**src/rtl/csm_pkg.sv**
```systemverilog
package csm_pkg;

    typedef enum logic [1:0] {
        CMD_BYPASS  = 2'b00,
        CMD_DIRECT  = 2'b01,
        CMD_REVERSE = 2'b10,
        CMD_MOD     = 2'b11
    } cell_cmd_e;

    typedef enum logic [2:0] {
        ST_IDLE,
        ST_COMPUTE,
        ST_APPLY_A,
        ST_HOLD_A,
        ST_APPLY_B,
        ST_HOLD_B
    } ctl_state_e;

endpackage

```
**src/rtl/csm_divider.sv**
```systemverilog
// Restoring divider: quotient of {num, FW zeros} / den, one bit per clock.
module csm_divider #(
    parameter int NUM_W = 12,
    parameter int FW    = 8
) (
    input  logic             clk,
    input  logic             rst_n,
    input  logic             start,
    input  logic [NUM_W-1:0] num,
    input  logic [NUM_W-1:0] den,
    output logic             done,
    output logic [NUM_W-1:0] int_part,
    output logic [FW-1:0]    frac_part
);
    localparam int DW = NUM_W + FW;
    localparam int CW = $clog2(DW + 1);

    logic [NUM_W:0]   rem_q;
    logic [DW-1:0]    dvd_q;
    logic [NUM_W-1:0] den_q;
    logic [CW-1:0]    cnt_q;
    logic             busy_q;

    logic [NUM_W:0] trial_sh;
    logic [NUM_W:0] trial_sub;
    logic           trial_ok;

    always_comb begin
        trial_sh  = {rem_q[NUM_W-1:0], dvd_q[DW-1]};
        trial_ok  = (trial_sh >= {1'b0, den_q});
        trial_sub = trial_sh - {1'b0, den_q};
    end

    always_ff @(posedge clk or negedge rst_n) begin
        if (!rst_n) begin
            rem_q  <= '0;
            dvd_q  <= '0;
            den_q  <= '0;
            cnt_q  <= '0;
            busy_q <= 1'b0;
            done   <= 1'b0;
        end else if (start) begin
            rem_q  <= '0;
            dvd_q  <= {num, {FW{1'b0}}};
            den_q  <= den;
            cnt_q  <= CW'(DW);
            busy_q <= 1'b1;
            done   <= 1'b0;
        end else if (busy_q) begin
            rem_q <= trial_ok ? trial_sub : trial_sh;
            dvd_q <= {dvd_q[DW-2:0], trial_ok};
            cnt_q <= cnt_q - 1'b1;
            if (cnt_q == CW'(1)) begin
                busy_q <= 1'b0;
                done   <= 1'b1;
            end
        end
    end

    assign int_part  = dvd_q[DW-1:FW];
    assign frac_part = dvd_q[FW-1:0];

endmodule

```
**src/rtl/csm_ranker.sv**
```systemverilog
// Sequential rank counter: one cell per clock, ascending and descending
// ranks with the lower index first on ties.
module csm_ranker #(
    parameter int N  = 9,
    parameter int VW = 12
) (
    input  logic            clk,
    input  logic            rst_n,
    input  logic            start,
    input  logic [N*VW-1:0] cells_in,
    output logic            done,
    output logic [N*$clog2(N)-1:0] rank_up,
    output logic [N*$clog2(N)-1:0] rank_dn
);
    localparam int RW = $clog2(N);

    logic [VW-1:0] cv_q    [N];
    logic [RW-1:0] up_q    [N];
    logic [RW-1:0] dn_q    [N];
    logic [RW-1:0] idx_q;
    logic          busy_q;

    int up_cnt;
    int dn_cnt;

    always_comb begin
        up_cnt = 0;
        dn_cnt = 0;
        for (int j = 0; j < N; j++) begin
            if ((cv_q[j] < cv_q[idx_q]) ||
                ((cv_q[j] == cv_q[idx_q]) && (j < int'(idx_q))))
                up_cnt = up_cnt + 1;
            if ((cv_q[j] > cv_q[idx_q]) ||
                ((cv_q[j] == cv_q[idx_q]) && (j < int'(idx_q))))
                dn_cnt = dn_cnt + 1;
        end
    end

    always_ff @(posedge clk or negedge rst_n) begin
        if (!rst_n) begin
            for (int i = 0; i < N; i++) begin
                cv_q[i] <= '0;
                up_q[i] <= '0;
                dn_q[i] <= '0;
            end
            idx_q  <= '0;
            busy_q <= 1'b0;
            done   <= 1'b0;
        end else if (start) begin
            for (int i = 0; i < N; i++)
                cv_q[i] <= cells_in[i*VW +: VW];
            idx_q  <= '0;
            busy_q <= 1'b1;
            done   <= 1'b0;
        end else if (busy_q) begin
            up_q[idx_q] <= RW'(up_cnt);
            dn_q[idx_q] <= RW'(dn_cnt);
            if (idx_q == RW'(N - 1)) begin
                busy_q <= 1'b0;
                done   <= 1'b1;
            end else begin
                idx_q <= idx_q + 1'b1;
            end
        end
    end

    for (genvar g = 0; g < N; g++) begin : g_flat
        assign rank_up[g*RW +: RW] = up_q[g];
        assign rank_dn[g*RW +: RW] = dn_q[g];
    end

endmodule

```
**src/rtl/csm_alloc.sv**
```systemverilog
// Maps ranks and the inserted-cell count to per-cell commands.
module csm_alloc
    import csm_pkg::*;
#(
    parameter int N  = 9,
    parameter int VW = 12,
    parameter int FW = 8
) (
    input  logic [N*$clog2(N)-1:0] rank_flat,
    input  logic [VW-1:0]          int_part,
    input  logic [FW-1:0]          frac_part,
    input  logic                   ref_neg,
    output logic [2*N-1:0]         cmd_flat,
    output logic [FW-1:0]          duty_o
);
    localparam int RW = $clog2(N);
    localparam int KW = $clog2(N + 1);

    logic          sat;
    logic [KW-1:0] k_cnt;

    assign sat    = (int_part >= VW'(N));
    assign k_cnt  = sat ? KW'(N) : KW'(int_part);
    assign duty_o = sat ? '0 : frac_part;

    for (genvar g = 0; g < N; g++) begin : g_cell
        logic [KW-1:0] r_ext;
        cell_cmd_e     cmd_g;
        assign r_ext = KW'(rank_flat[g*RW +: RW]);
        always_comb begin
            if (r_ext < k_cnt)
                cmd_g = ref_neg ? CMD_REVERSE : CMD_DIRECT;
            else if (r_ext == k_cnt)
                cmd_g = CMD_MOD;
            else
                cmd_g = CMD_BYPASS;
        end
        assign cmd_flat[2*g +: 2] = cmd_g;
    end

endmodule

```
**src/rtl/cell_sel_mod.sv**
```systemverilog
module cell_sel_mod
    import csm_pkg::*;
#(
    parameter int N   = 9,
    parameter int VW  = 12,
    parameter int FW  = 8,
    parameter int IRW = 12
) (
    input  logic                 clk,
    input  logic                 rst_n,
    input  logic                 main_evt,
    input  logic                 mid_evt,
    input  logic signed [VW-1:0] vref,
    input  logic [VW-1:0]        vnom,
    input  logic [N*VW-1:0]      cell_v,
    input  logic                 cur_neg,
    input  logic [IRW-1:0]       irms,
    input  logic [IRW-1:0]       irms_thresh,
    input  logic                 delay_cfg,
    output logic [2*N-1:0]       cell_cmd,
    output logic [FW-1:0]        duty
);
    localparam int RW = $clog2(N);

    ctl_state_e state_q, state_d;

    logic          main_ok;
    logic          ref_neg_q, standby_q, first_chg_q;
    logic          use_chg;
    logic [VW-1:0] vref_mag;

    logic          div_done, rank_done;
    logic [VW-1:0] int_part;
    logic [FW-1:0] frac_part;
    logic [N*RW-1:0] rank_up, rank_dn, rank_sel;
    logic [2*N-1:0]  alloc_cmd;
    logic [FW-1:0]   alloc_duty;

    assign main_ok  = main_evt && ((state_q == ST_IDLE) ||
                                   (state_q == ST_HOLD_A) ||
                                   (state_q == ST_HOLD_B));
    assign vref_mag = vref[VW-1] ? (~vref + 1'b1) : vref;

    csm_divider #(.NUM_W(VW), .FW(FW)) u_div (
        .clk       (clk),
        .rst_n     (rst_n),
        .start     (main_ok),
        .num       (vref_mag),
        .den       (vnom),
        .done      (div_done),
        .int_part  (int_part),
        .frac_part (frac_part)
    );

    csm_ranker #(.N(N), .VW(VW)) u_rank (
        .clk      (clk),
        .rst_n    (rst_n),
        .start    (main_ok),
        .cells_in (cell_v),
        .done     (rank_done),
        .rank_up  (rank_up),
        .rank_dn  (rank_dn)
    );

    // Sampled mode bits, captured only at an accepted main event.
    always_ff @(posedge clk or negedge rst_n) begin
        if (!rst_n) begin
            ref_neg_q   <= 1'b0;
            standby_q   <= 1'b0;
            first_chg_q <= 1'b0;
        end else if (main_ok) begin
            ref_neg_q <= vref[VW-1];
            standby_q <= (irms <= irms_thresh);
            if (irms <= irms_thresh)
                first_chg_q <= delay_cfg;
            else
                first_chg_q <= (vref[VW-1] == cur_neg);
        end
    end

    assign use_chg  = ((state_q == ST_APPLY_B) && standby_q) ? ~first_chg_q
                                                              : first_chg_q;
    assign rank_sel = use_chg ? rank_up : rank_dn;

    csm_alloc #(.N(N), .VW(VW), .FW(FW)) u_alloc (
        .rank_flat (rank_sel),
        .int_part  (int_part),
        .frac_part (frac_part),
        .ref_neg   (ref_neg_q),
        .cmd_flat  (alloc_cmd),
        .duty_o    (alloc_duty)
    );

    // State register.
    always_ff @(posedge clk or negedge rst_n) begin
        if (!rst_n) state_q <= ST_IDLE;
        else        state_q <= state_d;
    end

    // Transitions.
    always_comb begin
        state_d = state_q;
        unique case (state_q)
            ST_IDLE:    if (main_ok) state_d = ST_COMPUTE;
            ST_COMPUTE: if (div_done && rank_done) state_d = ST_APPLY_A;
            ST_APPLY_A: state_d = ST_HOLD_A;
            ST_HOLD_A: begin
                if (main_ok)      state_d = ST_COMPUTE;
                else if (mid_evt) state_d = ST_APPLY_B;
            end
            ST_APPLY_B: state_d = ST_HOLD_B;
            ST_HOLD_B:  if (main_ok) state_d = ST_COMPUTE;
            default:    state_d = ST_IDLE;
        endcase
    end

    // Outputs: loaded only in the two apply states.
    always_ff @(posedge clk or negedge rst_n) begin
        if (!rst_n) begin
            cell_cmd <= '0;
            duty     <= '0;
        end else if ((state_q == ST_APPLY_A) || (state_q == ST_APPLY_B)) begin
            cell_cmd <= alloc_cmd;
            duty     <= alloc_duty;
        end
    end

endmodule

```
**config.mk**
```make
export PLATFORM = sky130hd
export DESIGN_NAME = cell_sel_mod
export DESIGN_NICKNAME = d
export VERILOG_FILES = /design/src/rtl/csm_pkg.sv /design/src/rtl/csm_divider.sv /design/src/rtl/csm_ranker.sv /design/src/rtl/csm_alloc.sv /design/src/rtl/cell_sel_mod.sv
export SDC_FILE = /design/constraint.sdc
export NUM_CORES = 1
export LEC_CHECK = 0
export BUFFER_PORTS_ARGS = -buffer_cell sky130_fd_sc_hd__buf_4
export CORE_ASPECT_RATIO = 1.5
export CORE_MARGIN = 5
export CORE_UTILIZATION = 40
export CTS_CLUSTER_DIAMETER = 150
export DETAILED_ROUTE_END_ITERATION = 7
export PLACE_DENSITY = 0.56
export SLEW_MARGIN = 25
export SYNTH_ARGS = -nofsm -noshare
export SYNTH_HDL_FRONTEND = slang
export SYNTH_SLANG_ARGS = --single-unit
```
**constraint.sdc**
```tcl
create_clock -name clk -period 11.95 [get_ports clk]
set_input_delay 1.195 -clock clk [delete_from_list [all_inputs] [get_ports clk]]
set_output_delay 1.195 -clock clk [all_outputs]
set_load 0.01 [all_outputs]
```
-- Word-level counts from Yosys, hierarchy flattened
Index checks and enable logic that the tools add are counted.
- add/sub/neg operators: 20
- order comparisons: 41
- equality and inequality tests: 30
- multiplexer cells: 77
- bitwise logic cells: 4
- reductions and logical operators: 45
- operators by type and width (cell ; number):
    $eq A12 B12 Y1 ; 9
    $gt A12 B12 Y1 ; 9
    $lt A12 B12 Y1 ; 9
    $mux W4 ; 19
    $bwmux W36 ; 2
    $mux W12 ; 6
    $add A4 B2 Y4 const B ; 12
    $bmux W12 S4 ; 1
    $mux W2 ; 21
    $mux W20 ; 2
    $eq A4 B4 Y1 ; 9
    $lt A4 B4 Y1 ; 9
    $mux W36 ; 1
    $logic_or A1 B1 Y1 ; 21
    $demux W4 S4 ; 1
    $lt A3 B4 Y1 const A ; 4
    $mux W1 ; 16
    $pmux W3 S5 ; 1
    $ge A13 B12 Y1 ; 1
    $logic_and A1 B1 Y1 ; 13
    $add A12 B1 Y12 const B ; 1
    $ge A12 B4 Y1 const B ; 1
    $le A12 B12 Y1 ; 1
    $mux W3 ; 4
    29 further kinds ; 44
- flip-flop bits (word level): 269
- input port bits: 162
- output and inout bits: 26
- logic and storage cells: 259

-- Depth between registers and ports, before layout
- depth in word-level cells: 25
- depth in mapped cells: 37
- depth with buffers taken out: 35

-- Cells and area by module
A second synthesis with hierarchy kept.
- cells, all modules: 1712
- area total of the unflattened synthesis: 18311.3 µm²
- modules (own cells, without submodules) (module ; instances ; cells an instance ; area an instance (µm²) ; sequential area each (µm²)):
    csm_ranker ; 1 ; 1075 ; 11903.9 ; 4654.5
    csm_divider ; 1 ; 304 ; 2859.0 ; 1276.2
    cell_sel_mod ; 1 ; 207 ; 2438.6 ; 800.8
    csm_alloc ; 1 ; 126 ; 1109.8 ; 0.0

-- Least setup slack after synthesis
Ideal clock, no wire load.
- path kind: flip-flop to flip-flop
- start point: register u_rank.idx_q[0]
- end point: register u_rank.dn_q, in the netlist u_rank.rank_dn[3]
- setup time: 134 ps
- data arrival time: 7428 ps
- required time: 11816 ps
- setup slack: 4388 ps
- cell stages (with the launch flop): 35
- path buffers: 2
- period minus slack after synthesis: 7562 ps
- cells stage by stage: dfrtp_1 -> clkbuf_1 -> clkbuf_1 -> mux4_2 -> a21oi_1 -> nor2_1 -> a21oi_1 -> ha_1 -> and4_1 -> nand2_1 -> a31o_2 -> a22oi_1 -> inv_1 -> ha_1 -> nor2_1 -> a41o_1 -> a311o_1 -> inv_1 -> ha_1 -> xnor2_1 -> and3_1 -> a21oi_1 -> o21ai_0 -> ha_1 -> xnor2_1 -> or3_1 -> o21ai_0 -> a21oi_1 -> ha_1 -> inv_1 -> a221oi_2 -> and4_1 -> xor2_2 -> xnor2_2 -> o21ai_1
- word-level cells in the longest chain between the ends: 25
- elaborated cells on any way between the ends: 72
- those cells by class: 8 x add/sub; 20 x order compare; 9 x eq/ne; 15 x mux; 1 x bitwise; 19 x reduce/logical
- RTL lines (element ; RTL line ; text):
    from (decl) ; csm_ranker.sv:20 ; logic [RW-1:0] idx_q;
    from (signal assigned) ; csm_ranker.sv:62 ; idx_q <= idx_q + 1'b1;
    parallel branches: the longest is 24 deep, another holds $gt A12 B12 Y1 ; - ;
    $bwmux W36 * ; csm_ranker.sv:57 ; dn_q[idx_q] <= RW'(dn_cnt);
    to (signal, indexed assignment) ; csm_ranker.sv:57 ;
    to (decl) ; csm_ranker.sv:19 ; logic [RW-1:0] dn_q [N];
Every way passes the cells marked *. The select of a mux whose other input is x is not followed.
A chain may end at the register's enable or synchronous reset.

-- Worst setup path in the final report
- start point: register u_rank.idx_q[2]
- end point: register u_rank.dn_q, in the netlist u_rank.rank_dn[25]
The elaborated chain is that of the path after synthesis.

==> results.md <==
Timing:
- Setup violations remaining at the end of the flow were counted as 0.
- The final count of pins violating max slew is 0.
- In the final timing run, aggregate negative setup slack is 0 ns.
- Measured against its own limit, the worst slew margin works out to 0.3016.
- The count of final hold-check violations came to 0.
- Setup repair after global routing left no endpoint under its margin.
- The worst path needs 8.700 ns of the cycle, external delays included.
- The maximum clock frequency is approximately 110 MHz.
- Of the available clock period, the critical path in the final layout requires 0.7280.
- The worst setup skew after layout is 0.02036 ns.
- The slew at the pin with the worst max-slew slack is 1.044 ns.

Global routing:
- The maximum number of pins on one net before global-route repair is approximately 160.
- The number of antenna violations at the first check in global routing is 0.
- The number of global-route vias before repair is 14900.
- The global-route usage over all layers is 0.2085.
- After global routing the overflow that remains totals 0.
- The first-pass GRT wire length is 81.49 mm.

Die:
- The number of placement rows is 94.
- The core region area is 43750 sq um.
- The vertical die dimension is 267 microns.
- For this design the top-level I/O count stands at 188.
- The starting density of the core is 0.4026.
- The die area is roughly 48000 sq um.
- The die width is 181.3 microns.

Worst setup path:
- The critical path's slowest cell is a21oi_1.
- The most numerous cell type found on the critical path is ha_1.
- The kind of start point of the critical path is a register.
- The element type at the critical path end is a register.
- The kind of cell with the highest combined delay on the critical path is compound AO/OA/AOI/OAI gates.
- The launching point of the worst reg2reg path is u_rank.idx_q[2].
- The combined buffer and inverter count along the critical path is 4.
- The destination of the worst register-to-register timing path is u_rank.rank_dn[25].
- The critical path is of the reg2reg type.
- The highest net fanout along the worst path is 37.
- In this design, the stage delay of the slowest critical-path cell is between 0.7 and 0.8 ns.
- The required time of the critical path is ~12 ns.
- The cell depth of the worst flop-to-flop path is 32.
- For the worst setup path, the data arrival time is 9.11 ns.
- In this run the register-to-register setup slack is 3.25 ns.

Route:
- The routed wire length is 51.13 mm.
- The overall via count from detail_route is 14540.
- Using the TritonRoute via totals, the vias-per-cell ratio works out to between 5 and 6.
- The DRC violation count after routing is 0.
- The number of DRC markers in iteration 0 is 573.
- The length of the first detailed-routing pass in iterations is 5.
- The count of nets left with antenna violations once routing finished came out at 0.
- The routed length per placed instance is between 15 and 20 microns.

Clock network:
- The number of gates resized after cts is 0.
- Counting along the longest clock path gives a buffer depth of 3.
- For the worst-skew pair, the clock arrives at the later sink with an insertion delay of 0.56 ns.
- For this design, the CTS-stage hold fixing added 0 buffers.
- After clock tree synthesis, the clock-pin slew on the worst setup and hold paths is roughly 0.06 ns.
- TritonCTS created 27 clock buffers.
- The clock tree root driver cell is clkbuf_16.
- The number of buffers inserted to repair setup after CTS is 0.
- TritonCTS built the clock tree.
- The tree built by TritonCTS fans out to between 200 and 300 sinks.
- The H-tree level count is 1.

Yosys:
- Synthesis produced a netlist with a net count of 2347.
- After synthesis the cells add up to 17610 sq um.
- The number of distinct library cell variants in the gate-level netlist after synthesis is 74.
- The proportion of synthesized flip-flops having asynchronous set or reset is 1.000.
- Yosys printed 0 warnings.
- In this run, synthesis produced a sequential element count of 269.
- Dividing the synthesized area by the synthesized cell count gives 8.846 sq um.
- The number of instances in the synthesized netlist is 1991.
- The most used flip-flop cell after synthesis is dfrtp_1.
- For this run, the register share of the synthesized area comes to 0.3822.
- The count of flip-flops with a built-in enable after synthesis is 0.

Placed design:
- Routability-driven placement finished with a final weighted congestion of 0.9327.
- The instance area at placement is between 15000 and 20000 sq um.
- Input and output buffers added on the ports amount to 187.
- Summed over all nets, the half-perimeter wirelength after detailed placement is about 40 mm.

Finish:
- The fraction of final layout cells sized beyond drive strength 1 is 0.1617.
- Fill cells in the final layout number 4308.
- The net count reported at finish is 2500.
- After routing the design area is 20650 sq um.
- Leaving out fill and tap cells, the most frequent cell in the layout is nand2_1.
- The library cells used most frequently in the layout, excluding fill and tap cells, are 510 x nand2_1, 266 x dfrtp_1, 204 x buf_4.
- 0 antenna diodes ended up in the layout.
- The synthesis-to-layout area growth is 17.25%.

Worst hold path:
- The critical hold path startpoint is u_rank.rank_dn[1].
- The worst hold path terminates at u_rank.rank_dn[1].
- The worst hold path passes through 2 cells.
- The class of the worst hold path is reg2reg.

Status:
- The run finished with clean final reports.

Run:
- The number of violations of the max-capacitance limit is 0.
metrics by stage:
stage	worst slack [ns]	util	hold slack (ns)	instances
after floorplan	4.388	-	0.4444	1991
after global placement	3.472	0.4489	0.4578	2690
after detailed placement	3.228	0.4491	0.4646	2690
after CTS	3.177	0.4713	0.4820	2740
after global routing	2.511	0.4720	0.5028	2741
final	3.250	0.4720	0.4775	2741
area by class of cell:
class	instances	area, sq um	share of cell area
clock buffer	35	755.7	0.03659
sequential	269	6735	0.3261
timing repair buffer	208	1605	0.07773
multi-input combinational	1573	10380	0.5025
inverter	65	244.0	0.01181
clock inverter	15	212.7	0.01030
tap	576	720.7	0.03490
routing by layer:
| metal | vias to the layer above | global-route usage | wire length [microns] |
|---|---|---|---|
| li1 | 7209 | - | - |
| met4 | 0 | 0.09235 | 2457 |
| met1 | 6925 | 0.2394 | 20090 |
| met3 | 100 | 0.02386 | 1715 |
| met2 | 309 | 0.3881 | 26860 |
| met5 | - | 0 | 0 |
worst max-delay path by stage:
stage,startpoint,to,cells past startpoint,slack [ns]
2_1_floorplan,u_rank.idx_q[0],u_rank.rank_dn[3],34,4.39
3_3_place_gp,u_rank.idx_q[0],u_rank.rank_dn[13],31,3.47
3_5_place_dp,u_rank.idx_q[0],u_rank.rank_dn[21],31,3.23
4_1_cts,u_rank.idx_q[0],u_rank.rank_dn[9],31,3.18
5_1_grt,u_rank.idx_q[2],u_rank.rank_dn[25],32,2.51
6_report,u_rank.idx_q[2],u_rank.rank_dn[25],32,3.25
flip-flops by register name, indices dropped and copies added (netlist names):
name	cells
cell_cmd	18
duty	8
first_chg_q	1
ref_neg_q	1
standby_q	1
state_q	3
u_div.busy_q	1
u_div.cnt_q	5
u_div.den_q	12
u_div.done	1
u_div.dvd_q	20
u_div.rem_q	12
u_rank.busy_q	1
u_rank.cv_q	108
u_rank.done	1
u_rank.idx_q	4
u_rank.rank_dn	36
u_rank.rank_up	36
worst register-to-register path, delay by kind of cell, from the launching register on:
kind                       cells  cell delay, ns
and+or+nand+nor                5            1.10
muxes                          1            0.51
buffers and inverters          4            0.86
DFF                            1            0.58
AOI/OAI and AO/OA             14            3.39
adders and majority gates      6            1.82
xor gates and xnor gates       2            0.28
kinds of logic (layout without fill, tap and decap cells):
kind of cell    count (synthesis)  count (layout)  share of synthesized area
fa+ha+maj                     194             194                     0.1382
buf+inv                       149             323                    0.03182
compound gates                397             397                     0.1304
flops                         269             269                     0.3822
simple gates                  793             793                     0.1959
xor+xnor                       71              71                    0.04312
mux                           118             118                    0.07835
cell usage after synthesis, types with 19 or more instances:
master    number  share of area
nand3_1       30         0.0085
a21oi_1      108          0.031
nand2_1      510           0.11
a31oi_1       19         0.0067
nand2b_1      25         0.0089
o21ai_1       21         0.0060
dfrtp_1      269           0.38
mux2_2        39          0.025
nor2_1        96          0.020
inv_1         64          0.014
o21ai_0      166          0.047
xnor2_1       42          0.021
clkbuf_1      78          0.017
nor2b_1       27         0.0096
nand4_1       32          0.011
ha_1         193           0.14
mux2i_1       67          0.038
Power is not shown: default switching activity piles up to over one toggle a cycle in this logic, so the estimate is an artifact.
